[src/rtl/abh_pkg.sv]
package abh_pkg;

  typedef enum logic [2:0] {
    ST_SETTLE,
    ST_MEAS,
    ST_LOAD,
    ST_ACK,
    ST_REPLY,
    ST_DONE,
    ST_FAIL
  } abh_state_e;

  typedef enum logic [1:0] {
    RX_IDLE,
    RX_START,
    RX_DATA,
    RX_STOP
  } abh_rx_state_e;

  localparam logic [7:0] ACK_BYTE   = 8'h00;
  localparam logic [7:0] REPLY_BYTE = 8'h55;

  // nearest integer of cnt/9: low phase of an all-zero character spans 9 bits
  function automatic logic [31:0] abh_round_div9(input logic [31:0] cnt);
    return (cnt + 32'd4) / 32'd9;
  endfunction

  function automatic logic [31:0] abh_abs_diff(input logic [31:0] a, input logic [31:0] b);
    return (a >= b) ? (a - b) : (b - a);
  endfunction

endpackage

[src/rtl/abh_sync.sv]
module abh_sync (
  input  logic clk,
  input  logic rst_n,
  input  logic din,
  output logic dout,
  output logic fall,
  output logic rise
);
  logic s1_q, s2_q, s3_q;

  always_ff @(posedge clk or negedge rst_n) begin
    if (!rst_n) begin
      s1_q <= 1'b1;
      s2_q <= 1'b1;
      s3_q <= 1'b1;
    end else begin
      s1_q <= din;
      s2_q <= s1_q;
      s3_q <= s2_q;
    end
  end

  assign dout = s2_q;
  assign fall = s3_q & ~s2_q;
  assign rise = ~s3_q & s2_q;

endmodule

[src/rtl/abh_meas.sv]
module abh_meas
  import abh_pkg::*;
#(
  parameter int CNT_W    = 16,
  parameter int AVG_LOG2 = 2,
  parameter int TOL      = 8
) (
  input  logic             clk,
  input  logic             rst_n,
  input  logic             clr,
  input  logic             en,
  input  logic             rx_fall,
  input  logic             rx_rise,
  output logic [CNT_W-1:0] avg_o,
  output logic             avg_valid_o,
  output logic             ovf_o,
  output logic             smp_o
);
  localparam int NUM_MEAS = 1 << AVG_LOG2;
  localparam int SUM_W    = CNT_W + AVG_LOG2;
  localparam int IDX_W    = AVG_LOG2 + 1;
  localparam logic [CNT_W-1:0] CNT_MAX = '1;

  logic [CNT_W-1:0] low_q, prev_q;
  logic [SUM_W-1:0] sum_q;
  logic [IDX_W-1:0] n_q;
  logic             on_q, fin_q;
  logic             far;

  assign far   = abh_abs_diff(32'(low_q), 32'(prev_q)) > 32'(TOL);
  assign smp_o = en && on_q && rx_rise;
  assign ovf_o = en && on_q && !rx_rise && (low_q == CNT_MAX);
  assign avg_o = CNT_W'(sum_q >> AVG_LOG2);
  assign avg_valid_o = fin_q;

  always_ff @(posedge clk or negedge rst_n) begin
    if (!rst_n) begin
      low_q <= '0; prev_q <= '0; sum_q <= '0; n_q <= '0; on_q <= 1'b0; fin_q <= 1'b0;
    end else if (clr || !en) begin
      low_q <= '0; prev_q <= '0; sum_q <= '0; n_q <= '0; on_q <= 1'b0; fin_q <= 1'b0;
    end else begin
      fin_q <= 1'b0;
      if (rx_fall) begin
        on_q  <= 1'b1;
        low_q <= CNT_W'(1);
      end else if (on_q) begin
        if (rx_rise) begin
          on_q   <= 1'b0;
          prev_q <= low_q;
          if (n_q == '0 || far) begin
            sum_q <= SUM_W'(low_q);
            n_q   <= IDX_W'(1);
            fin_q <= (NUM_MEAS == 1);
          end else begin
            sum_q <= sum_q + SUM_W'(low_q);
            n_q   <= n_q + IDX_W'(1);
            fin_q <= (n_q == IDX_W'(NUM_MEAS - 1));
          end
        end else if (low_q == CNT_MAX) begin
          on_q <= 1'b0;
        end else begin
          low_q <= low_q + CNT_W'(1);
        end
      end
    end
  end

  p_sample_count_r3: assert property (@(posedge clk) disable iff (!rst_n)
    n_q <= IDX_W'(NUM_MEAS));
  p_restart_r4: assert property (@(posedge clk) disable iff (!rst_n)
    (smp_o && far && n_q != '0 && !clr) |=> (n_q == IDX_W'(1)));

endmodule

[src/rtl/abh_tx.sv]
module abh_tx #(
  parameter int DIV_W = 16
) (
  input  logic             clk,
  input  logic             rst_n,
  input  logic             clr,
  input  logic             start,
  input  logic [7:0]       data,
  input  logic [DIV_W-1:0] div,
  output logic             tx,
  output logic             busy,
  output logic             done
);
  logic [9:0]       shf_q;
  logic [3:0]       idx_q;
  logic [DIV_W-1:0] cyc_q;
  logic             busy_q, tx_q;

  assign tx   = tx_q;
  assign busy = busy_q;
  assign done = busy_q && (cyc_q == '0) && (idx_q == 4'd9);

  always_ff @(posedge clk or negedge rst_n) begin
    if (!rst_n) begin
      shf_q <= '1; idx_q <= '0; cyc_q <= '0; busy_q <= 1'b0; tx_q <= 1'b1;
    end else if (clr) begin
      shf_q <= '1; idx_q <= '0; cyc_q <= '0; busy_q <= 1'b0; tx_q <= 1'b1;
    end else if (!busy_q) begin
      if (start) begin
        shf_q  <= {1'b1, data, 1'b0};
        tx_q   <= 1'b0;
        cyc_q  <= div;
        idx_q  <= '0;
        busy_q <= 1'b1;
      end
    end else if (cyc_q == '0) begin
      if (idx_q == 4'd9) begin
        busy_q <= 1'b0;
        tx_q   <= 1'b1;
      end else begin
        idx_q <= idx_q + 4'd1;
        tx_q  <= shf_q[1];
        shf_q <= {1'b1, shf_q[9:1]};
        cyc_q <= div;
      end
    end else begin
      cyc_q <= cyc_q - DIV_W'(1);
    end
  end

  p_start_idle_r5: assert property (@(posedge clk) disable iff (!rst_n)
    start |-> !busy_q);
  p_frame_ends_high_r12: assert property (@(posedge clk) disable iff (!rst_n)
    (done && !clr) |=> (tx && !busy));

endmodule

[src/rtl/abh_rx.sv]
module abh_rx
  import abh_pkg::*;
#(
  parameter int DIV_W = 16
) (
  input  logic             clk,
  input  logic             rst_n,
  input  logic             arm,
  input  logic             rx_s,
  input  logic             rx_fall,
  input  logic [DIV_W-1:0] div,
  output logic             busy,
  output logic             done,
  output logic [7:0]       data,
  output logic             ferr
);
  abh_rx_state_e    st_q;
  logic [DIV_W-1:0] cnt_q;
  logic [2:0]       idx_q;
  logic [7:0]       dat_q;

  assign busy = (st_q != RX_IDLE);
  assign done = (st_q == RX_STOP) && (cnt_q == '0);
  assign ferr = done && !rx_s;
  assign data = dat_q;

  always_ff @(posedge clk or negedge rst_n) begin
    if (!rst_n) begin
      st_q <= RX_IDLE; cnt_q <= '0; idx_q <= '0; dat_q <= '0;
    end else if (!arm) begin
      st_q <= RX_IDLE; cnt_q <= '0; idx_q <= '0;
    end else begin
      case (st_q)
        RX_IDLE: if (rx_fall) begin
          st_q  <= RX_START;
          cnt_q <= div >> 1;
        end
        RX_START: if (cnt_q == '0) begin
          if (rx_s) st_q <= RX_IDLE;
          else begin
            st_q  <= RX_DATA;
            cnt_q <= div;
            idx_q <= '0;
          end
        end else cnt_q <= cnt_q - DIV_W'(1);
        RX_DATA: if (cnt_q == '0) begin
          dat_q <= {rx_s, dat_q[7:1]};
          cnt_q <= div;
          idx_q <= idx_q + 3'd1;
          if (idx_q == 3'd7) st_q <= RX_STOP;
        end else cnt_q <= cnt_q - DIV_W'(1);
        RX_STOP: if (cnt_q == '0) st_q <= RX_IDLE;
                 else cnt_q <= cnt_q - DIV_W'(1);
        default: st_q <= RX_IDLE;
      endcase
    end
  end

  p_done_needs_arm_r6: assert property (@(posedge clk) disable iff (!rst_n)
    done |-> arm);

endmodule

[src/rtl/abh_boot_handshake.sv]
module abh_boot_handshake
  import abh_pkg::*;
#(
  parameter int CNT_W         = 16,
  parameter int AVG_LOG2      = 2,
  parameter int SETTLE_CYCLES = 100,
  parameter int TOL           = 8,
  parameter int REPLY_BITS    = 32,
  parameter int MIN_BIT       = 4
) (
  input  logic             clk,
  input  logic             rst_n,
  input  logic             wdt_ovf_i,
  input  logic             rx_i,
  output logic             tx_o,
  output logic [CNT_W-1:0] divisor_o,
  output logic             lock_o,
  output logic             err_o,
  output logic             rxen_o,
  output logic             txen_o
);
  localparam int SCNT_W = $clog2(SETTLE_CYCLES + 1);
  localparam int RB_W   = $clog2(REPLY_BITS + 1);

  abh_state_e       st_q;
  logic [SCNT_W-1:0] settle_q;
  logic [CNT_W-1:0] div_q, to_cyc_q;
  logic [RB_W-1:0]  to_bits_q;

  // named internal events
  logic rx_s, rx_fall, rx_rise;
  logic [CNT_W-1:0] avg;
  logic avg_valid, meas_ovf, meas_smp;
  logic tx_start, tx_busy, tx_done;
  logic rx_busy, rx_done, rx_ferr;
  logic [7:0] rx_data;
  logic [31:0] bp32;
  logic bp_ok, reply_ok, reply_to;

  abh_sync u_sync (
    .clk(clk), .rst_n(rst_n), .din(rx_i),
    .dout(rx_s), .fall(rx_fall), .rise(rx_rise)
  );

  abh_meas #(.CNT_W(CNT_W), .AVG_LOG2(AVG_LOG2), .TOL(TOL)) u_meas (
    .clk(clk), .rst_n(rst_n), .clr(wdt_ovf_i), .en(st_q == ST_MEAS),
    .rx_fall(rx_fall), .rx_rise(rx_rise),
    .avg_o(avg), .avg_valid_o(avg_valid), .ovf_o(meas_ovf), .smp_o(meas_smp)
  );

  abh_tx #(.DIV_W(CNT_W)) u_tx (
    .clk(clk), .rst_n(rst_n), .clr(wdt_ovf_i), .start(tx_start),
    .data(ACK_BYTE), .div(div_q), .tx(tx_o), .busy(tx_busy), .done(tx_done)
  );

  abh_rx #(.DIV_W(CNT_W)) u_rx (
    .clk(clk), .rst_n(rst_n), .arm((st_q == ST_REPLY) && !wdt_ovf_i),
    .rx_s(rx_s), .rx_fall(rx_fall), .div(div_q),
    .busy(rx_busy), .done(rx_done), .data(rx_data), .ferr(rx_ferr)
  );

  assign bp32     = abh_round_div9(32'(avg));
  assign bp_ok    = bp32 >= 32'(MIN_BIT);
  assign tx_start = (st_q == ST_LOAD);
  assign reply_ok = (rx_data == REPLY_BYTE) && !rx_ferr;
  assign reply_to = (st_q == ST_REPLY) && !rx_busy && (to_bits_q == RB_W'(REPLY_BITS));

  always_ff @(posedge clk or negedge rst_n) begin
    if (!rst_n) begin
      st_q <= ST_SETTLE; settle_q <= '0; div_q <= '0; to_cyc_q <= '0; to_bits_q <= '0;
    end else if (wdt_ovf_i) begin
      st_q <= ST_SETTLE; settle_q <= '0; div_q <= '0; to_cyc_q <= '0; to_bits_q <= '0;
    end else begin
      case (st_q)
        ST_SETTLE:
          if (settle_q == SCNT_W'(SETTLE_CYCLES - 1)) st_q <= ST_MEAS;
          else settle_q <= settle_q + SCNT_W'(1);
        ST_MEAS:
          if (meas_ovf) st_q <= ST_FAIL;
          else if (avg_valid) begin
            if (bp_ok) begin
              div_q <= CNT_W'(bp32 - 32'd1);
              st_q  <= ST_LOAD;
            end else st_q <= ST_FAIL;
          end
        ST_LOAD: st_q <= ST_ACK;
        ST_ACK:
          if (tx_done) begin
            st_q      <= ST_REPLY;
            to_cyc_q  <= div_q;
            to_bits_q <= '0;
          end
        ST_REPLY:
          if (rx_done) st_q <= reply_ok ? ST_DONE : ST_FAIL;
          else if (reply_to) st_q <= ST_FAIL;
          else if (!rx_busy) begin
            if (to_cyc_q == '0) begin
              to_cyc_q  <= div_q;
              to_bits_q <= to_bits_q + RB_W'(1);
            end else to_cyc_q <= to_cyc_q - CNT_W'(1);
          end
        default: st_q <= st_q;
      endcase
    end
  end

  assign divisor_o = div_q;
  assign lock_o    = (st_q == ST_DONE);
  assign err_o     = (st_q == ST_FAIL);
  assign rxen_o    = !(lock_o || err_o);
  assign txen_o    = !(lock_o || err_o);

  p_lock_err_excl_r12: assert property (@(posedge clk) disable iff (!rst_n)
    !(lock_o && err_o));
  p_tx_idle_r12: assert property (@(posedge clk) disable iff (!rst_n)
    (st_q != ST_ACK) |-> tx_o);
  p_lock_sticky_r11: assert property (@(posedge clk) disable iff (!rst_n)
    (lock_o && !wdt_ovf_i) |=> lock_o);
  p_err_sticky_r11: assert property (@(posedge clk) disable iff (!rst_n)
    (err_o && !wdt_ovf_i) |=> err_o);
  p_wdt_clear_r1: assert property (@(posedge clk) disable iff (!rst_n)
    wdt_ovf_i |=> (!lock_o && !err_o && divisor_o == '0));
  p_div_held_r6: assert property (@(posedge clk) disable iff (!rst_n)
    (lock_o && !wdt_ovf_i) |=> $stable(divisor_o));
  p_lock_enables_r6: assert property (@(posedge clk) disable iff (!rst_n)
    lock_o |-> (!rxen_o && !txen_o));
  p_settle_len_r2: assert property (@(posedge clk) disable iff (!rst_n)
    ((st_q == ST_MEAS) && $past(st_q == ST_SETTLE) && !$past(wdt_ovf_i))
      |-> ($past(settle_q) == SCNT_W'(SETTLE_CYCLES - 1)));
  p_no_sample_settle_r2: assert property (@(posedge clk) disable iff (!rst_n)
    (st_q == ST_SETTLE) |-> !meas_smp);
  p_ovf_err_r9: assert property (@(posedge clk) disable iff (!rst_n)
    (meas_ovf && !wdt_ovf_i) |=> err_o);
  p_bad_reply_r7: assert property (@(posedge clk) disable iff (!rst_n)
    ((st_q == ST_REPLY) && rx_done && !reply_ok && !wdt_ovf_i) |=> err_o);
  p_min_period_r10: assert property (@(posedge clk) disable iff (!rst_n)
    lock_o |-> (32'(divisor_o) >= 32'(MIN_BIT - 1)));

endmodule

[config.mk]
export PLATFORM = sky130hd
export DESIGN_NAME = abh_boot_handshake
export DESIGN_NICKNAME = d
export VERILOG_FILES = /design/src/rtl/abh_pkg.sv /design/src/rtl/abh_sync.sv /design/src/rtl/abh_meas.sv /design/src/rtl/abh_tx.sv /design/src/rtl/abh_rx.sv /design/src/rtl/abh_boot_handshake.sv
export SDC_FILE = /design/constraint.sdc
export NUM_CORES = 1
export LEC_CHECK = 0
export CORE_MARGIN = 8
export CORE_UTILIZATION = 40
export DETAILED_ROUTE_END_ITERATION = 8
export DONT_BUFFER_PORTS = 1
export PLACE_DENSITY = 0.53
export SETUP_SLACK_MARGIN = 0.15
export SLEW_MARGIN = 20
export SYNTH_ARGS = -nofsm -noshare
export SYNTH_HDL_FRONTEND = slang
export SYNTH_SLANG_ARGS = --single-unit
export TNS_END_PERCENT = 5
[constraint.sdc]
create_clock -name clk -period 10.4 [get_ports clk]
set_input_delay 2.08 -clock clk [delete_from_list [all_inputs] [get_ports clk]]
set_output_delay 2.08 -clock clk [all_outputs]
set_load 0.01 [all_outputs]
==> summary.md <==
| Metric | Value |
|---|---|
| Run status | `finished clean` |
| Antenna violations before repair | `0` |
| Die area | `41,000 um^2` |
| Fraction of layout instances using a drive strength above 1 | `7.35%` |
| Net count reported at finish | `1,756` |
| Total buffers and inverters traversed by the critical path | `2` |
| Fin. Hold Viols | `0` |
| Worst EP required | `10.77 ns` |
| Cell area power density | `129 nW/um^2` |
| Largest voltage drop on the vdd net | `0.000110 V` |
| Vias in the first global route | `12.1k` |
| Drt first pass iters | `5` |
| Vertical die dimension | `203 um` |
| Max Cap Viol | `0` |
| Register-to-register setup slack | `1.06 ns` |
| DR vias | `12.4k` |
| Non-Filler Instances | `2,143` |
| Clock latency of the later-clocked register in the worst-skew pair | `0.45 ns` |
| Maximum cell stage delay along the critical path | `0.68 ns` |
| Max-slew violation total from the final report | `0` |
| GPL Wtd Cong | `0.871` |
| Deepest clock path buffer count | `2` |
| Startpoint of the lowest-slack hold path | `u_sync.s1_q$_DFF_PN1_` |
| Final critical-path share of the clock period | `89.8%` |
| Mapped cell area | `13,900 um^2` |
| Worst-Margin Slew | `0.963 ns` |
| Hpwl dp | `27,300 um` |
| Min Tclk post-route | `9.34 ns` |
| Count of unique library cells instantiated by Yosys | `112` |
| Tightest slew margin relative to the limit | `35.6%` |
| Top cell family by delay on the critical path | `compound AO/OA/AOI/OAI gates` |
| Routed vias/inst | `5.81` |
| Area growth syn-to-layout | `6.39%` |
| Hold-fix buffers at CTS | `0` |
| Number of antenna-violating nets in the routed design | `0` |
| Share of synthesized area occupied by flip-flops and latches | `29.8%` |
| Xor/xnor cell area share of the yosys netlist | `6.14%` |
| Simple logic cell fraction of the synthesized area | `24.1%` |
| Capturing point of the worst reg2reg path | `divisor_o[10]$_DFFE_PN0P_` |
| Antenna diodes | `0` |
| Post-synth ARST share | `100%` |
| Setup Fix Bufs, Post-CTS | `0` |
| H-tree depth | `4` |
| Clock skew after layout | `0.0117 ns` |
| Critical path startpoint category | `flop` |
| Yosys reg bits | `165` |
| Final setup violation count | `0` |
| Wire length of the first global-routing pass | `64,100 um` |
| Num ports | `25` |
| Post-detailed-routing wire length | `38,300 um` |
| Total nets after synthesis | `1,819` |
| Clock sink count | `165` |
| Most common cell on crit path | `ha_1` |
| Multiplexer share of the synthesized area | `3.03%` |
| Setup repair after global routing missed its margin | `no` |
| Syn Area/Cell | `8.01 um^2` |
| Instance count after placement with tap cells included | `2,111` |
| Effective utilization at floorplan | `40.5%` |
| Depth of the worst register-to-register path | `34` |
| Top flip-flop cell by instance count after synthesis | `dfrtp_1` |
| Highest Clock Rate | `107 MHz` |
| Number of enable-type register cells in the synthesized netlist | `0` |
| Multi-input gate area | `9090 um^2` |
| Combinational family with the most area after synthesis | `compound AO/OA/AOI/OAI gates` |
| Clk root buf | `clkbuf_16` |
| Remaining DRCs | `0` |
| Adder and majority cell fraction of the synthesized area | `7.23%` |
| TritonCTS clock tree | `done` |
| Critical path start-end classification | `flop to flop` |
| Wire length per cell | `17.9 um` |
| Maximum number of pins on one net before global-route repair | `166` |
| Count of standard-cell rows | `68` |
| DRC violation total after the first TritonRoute iteration | `735` |
| Overall track demand over capacity in global routing | `18.7%` |
| Synthesized-area fraction occupied by ao, oa, aoi and oai cells | `24.6%` |
| Die span in x | `203 um` |
| Filler Cells Inserted | `3,469` |
| Number of instances in the synthesized netlist | `1,738` |
| Count of port buffers added during placement | `0` |
| Highest-count cells in the layout ignoring fill and taps | `nor2_1 (180), nand2_1 (172), a21oi_1 (164)` |
| Worst min-delay path category | `flop to flop` |
| Gates resized, CTS repair | `0` |
| Area of all sequential standard cells | `4140 um^2` |
| Global route total overflow | `0` |
| Number of buffers created by CTS | `17` |
| Critical path endpoint category | `flop` |
| Critical-path top delay cell | `or4_1` |
| Total of warnings raised by yosys | `0` |
| Floorplan core area | `34,400 um^2` |
| Clock slew at reported path FFs | `0.07 ns` |
| Worst hold path cell count | `0` |
| Worst hold path endpoint | `u_sync.dout$_DFF_PN1_` |
| Worst Path Max Fanout | `14` |
| CP Data Arrival Time | `9.71 ns` |
| Setup_tns | `0 ns` |
| Leakage component of the power | `5.92 nW` |
| Most frequent standard cell in the layout excluding fill and tap cells | `nor2_1` |
| Critical register-to-register path startpoint | `u_meas.sum_q[4]$_DFFE_PN0P_` |
==> final cells by class <==
cell class / count / share of cell area (%)
Clock buffer: 17 / 2.87
Tap cell: 455 / 3.84
Inverter: 81 / 2.05
Clock inverter: 15 / 1.29
Multi-Input combinational cell: 1398 / 61.4
Sequential cell: 165 / 28.0
Timing Repair Buffer: 12 / 0.608
==> metal layers <==
metal	GRT usage (%)	up-vias	share of wire [%]
li1	-	6207	-
met1	26.2	6006	49
met2	29.8	199	45
met3	2.52	36	3.6
met4	5.59	0	1.9
met5	0	-	0
==> registers in the layout, summed over array words and instances (netlist names), 3 cells and up <==
register and cells:
u_meas.sum_q 18, divisor_o 16, to_cyc_q 16, u_meas.low_q 16
u_meas.prev_q 16, u_rx.cnt_q 16, u_tx.cyc_q 16, u_rx.data 8
u_tx.shf_q 8, settle_q 7, to_bits_q 6, u_tx.idx_q 4
st_q 3, u_meas.n_q 3, u_rx.idx_q 3
==> how the worst max path moves through the flow <==
stage                                startpoint                   endpoint  slack [ns]  cells after the start
floorplan           u_meas.sum_q[6]$_DFFE_PN0P_  divisor_o[10]$_DFFE_PN0P_        2.32                     38
global placement    u_meas.sum_q[4]$_DFFE_PN0P_  divisor_o[10]$_DFFE_PN0P_        1.26                     34
detailed placement  u_meas.sum_q[4]$_DFFE_PN0P_  divisor_o[10]$_DFFE_PN0P_        1.17                     34
CTS                 u_meas.sum_q[4]$_DFFE_PN0P_  divisor_o[10]$_DFFE_PN0P_        1.15                     34
global route        u_meas.sum_q[4]$_DFFE_PN0P_  divisor_o[10]$_DFFE_PN0P_        0.19                     34
finish              u_meas.sum_q[4]$_DFFE_PN0P_  divisor_o[10]$_DFFE_PN0P_        1.06                     34
==> worst register-to-register path, delay by kind of cell, from the launching register on <==
family / cells / cell delay, ns
buffers and inverters: 2 / 0.07
AND/OR/NAND/NOR: 13 / 3.17
AO/OA/AOI/OAI: 12 / 3.27
XOR/XNOR: 2 / 0.59
multiplexers: 1 / 0.31
adder cells (fa/ha/maj): 4 / 1.37
flip-flops: 1 / 0.50
==> kinds of logic after synthesis <==
| kind of cell | after synthesis |
|---|---|
| buf+inv | 175 |
| mux | 40 |
| flops | 165 |
| fa+ha+maj | 79 |
| xor+xnor | 95 |
| compound gates | 516 |
| simple gates | 668 |
==> cells in the mapped netlist, types with 31 or more instances <==
| master | n | share of area [%] |
|---|---|---|
| xnor2_1 | 57 | 3.6 |
| xor2_1 | 35 | 2.2 |
| o21ai_0 | 89 | 3.2 |
| inv_1 | 80 | 2.2 |
| a21oi_1 | 164 | 5.9 |
| a211oi_1 | 38 | 2.0 |
| nand2_1 | 172 | 4.6 |
| nor3_1 | 61 | 2.2 |
| nand4_1 | 31 | 1.4 |
| nand3_1 | 49 | 1.8 |
| clkbuf_1 | 70 | 1.9 |
| nor2_1 | 181 | 4.9 |
| ha_1 | 74 | 6.6 |
| dfrtp_1 | 153 | 27 |
==> power breakdown <==
group          switching [mW]  leakage (nW)  total, mW  internal [mW]
clock network           0.294         0.297      0.678          0.384
logic                   0.318          3.37      0.487          0.169
registers              0.0508          2.25      0.745          0.694
==> per-stage QoR <==
stage	hold slack (ns)	worst slack, ns	instance area (um^2)	util [%]	power [mW]
6_report	0.359	1.06	14800	43.1	1.91
5_1_grt	0.366	0.190	14800	43.1	2.03
4_1_cts	0.359	1.15	14800	43.1	1.93
3_5_place_dp	0.350	1.17	14200	41.3	1.24
3_3_place_gp	0.351	1.26	14200	41.3	1.24
2_1_floorplan	0.345	2.32	13900	-	1.14
(Power assumes the default switching activity.)
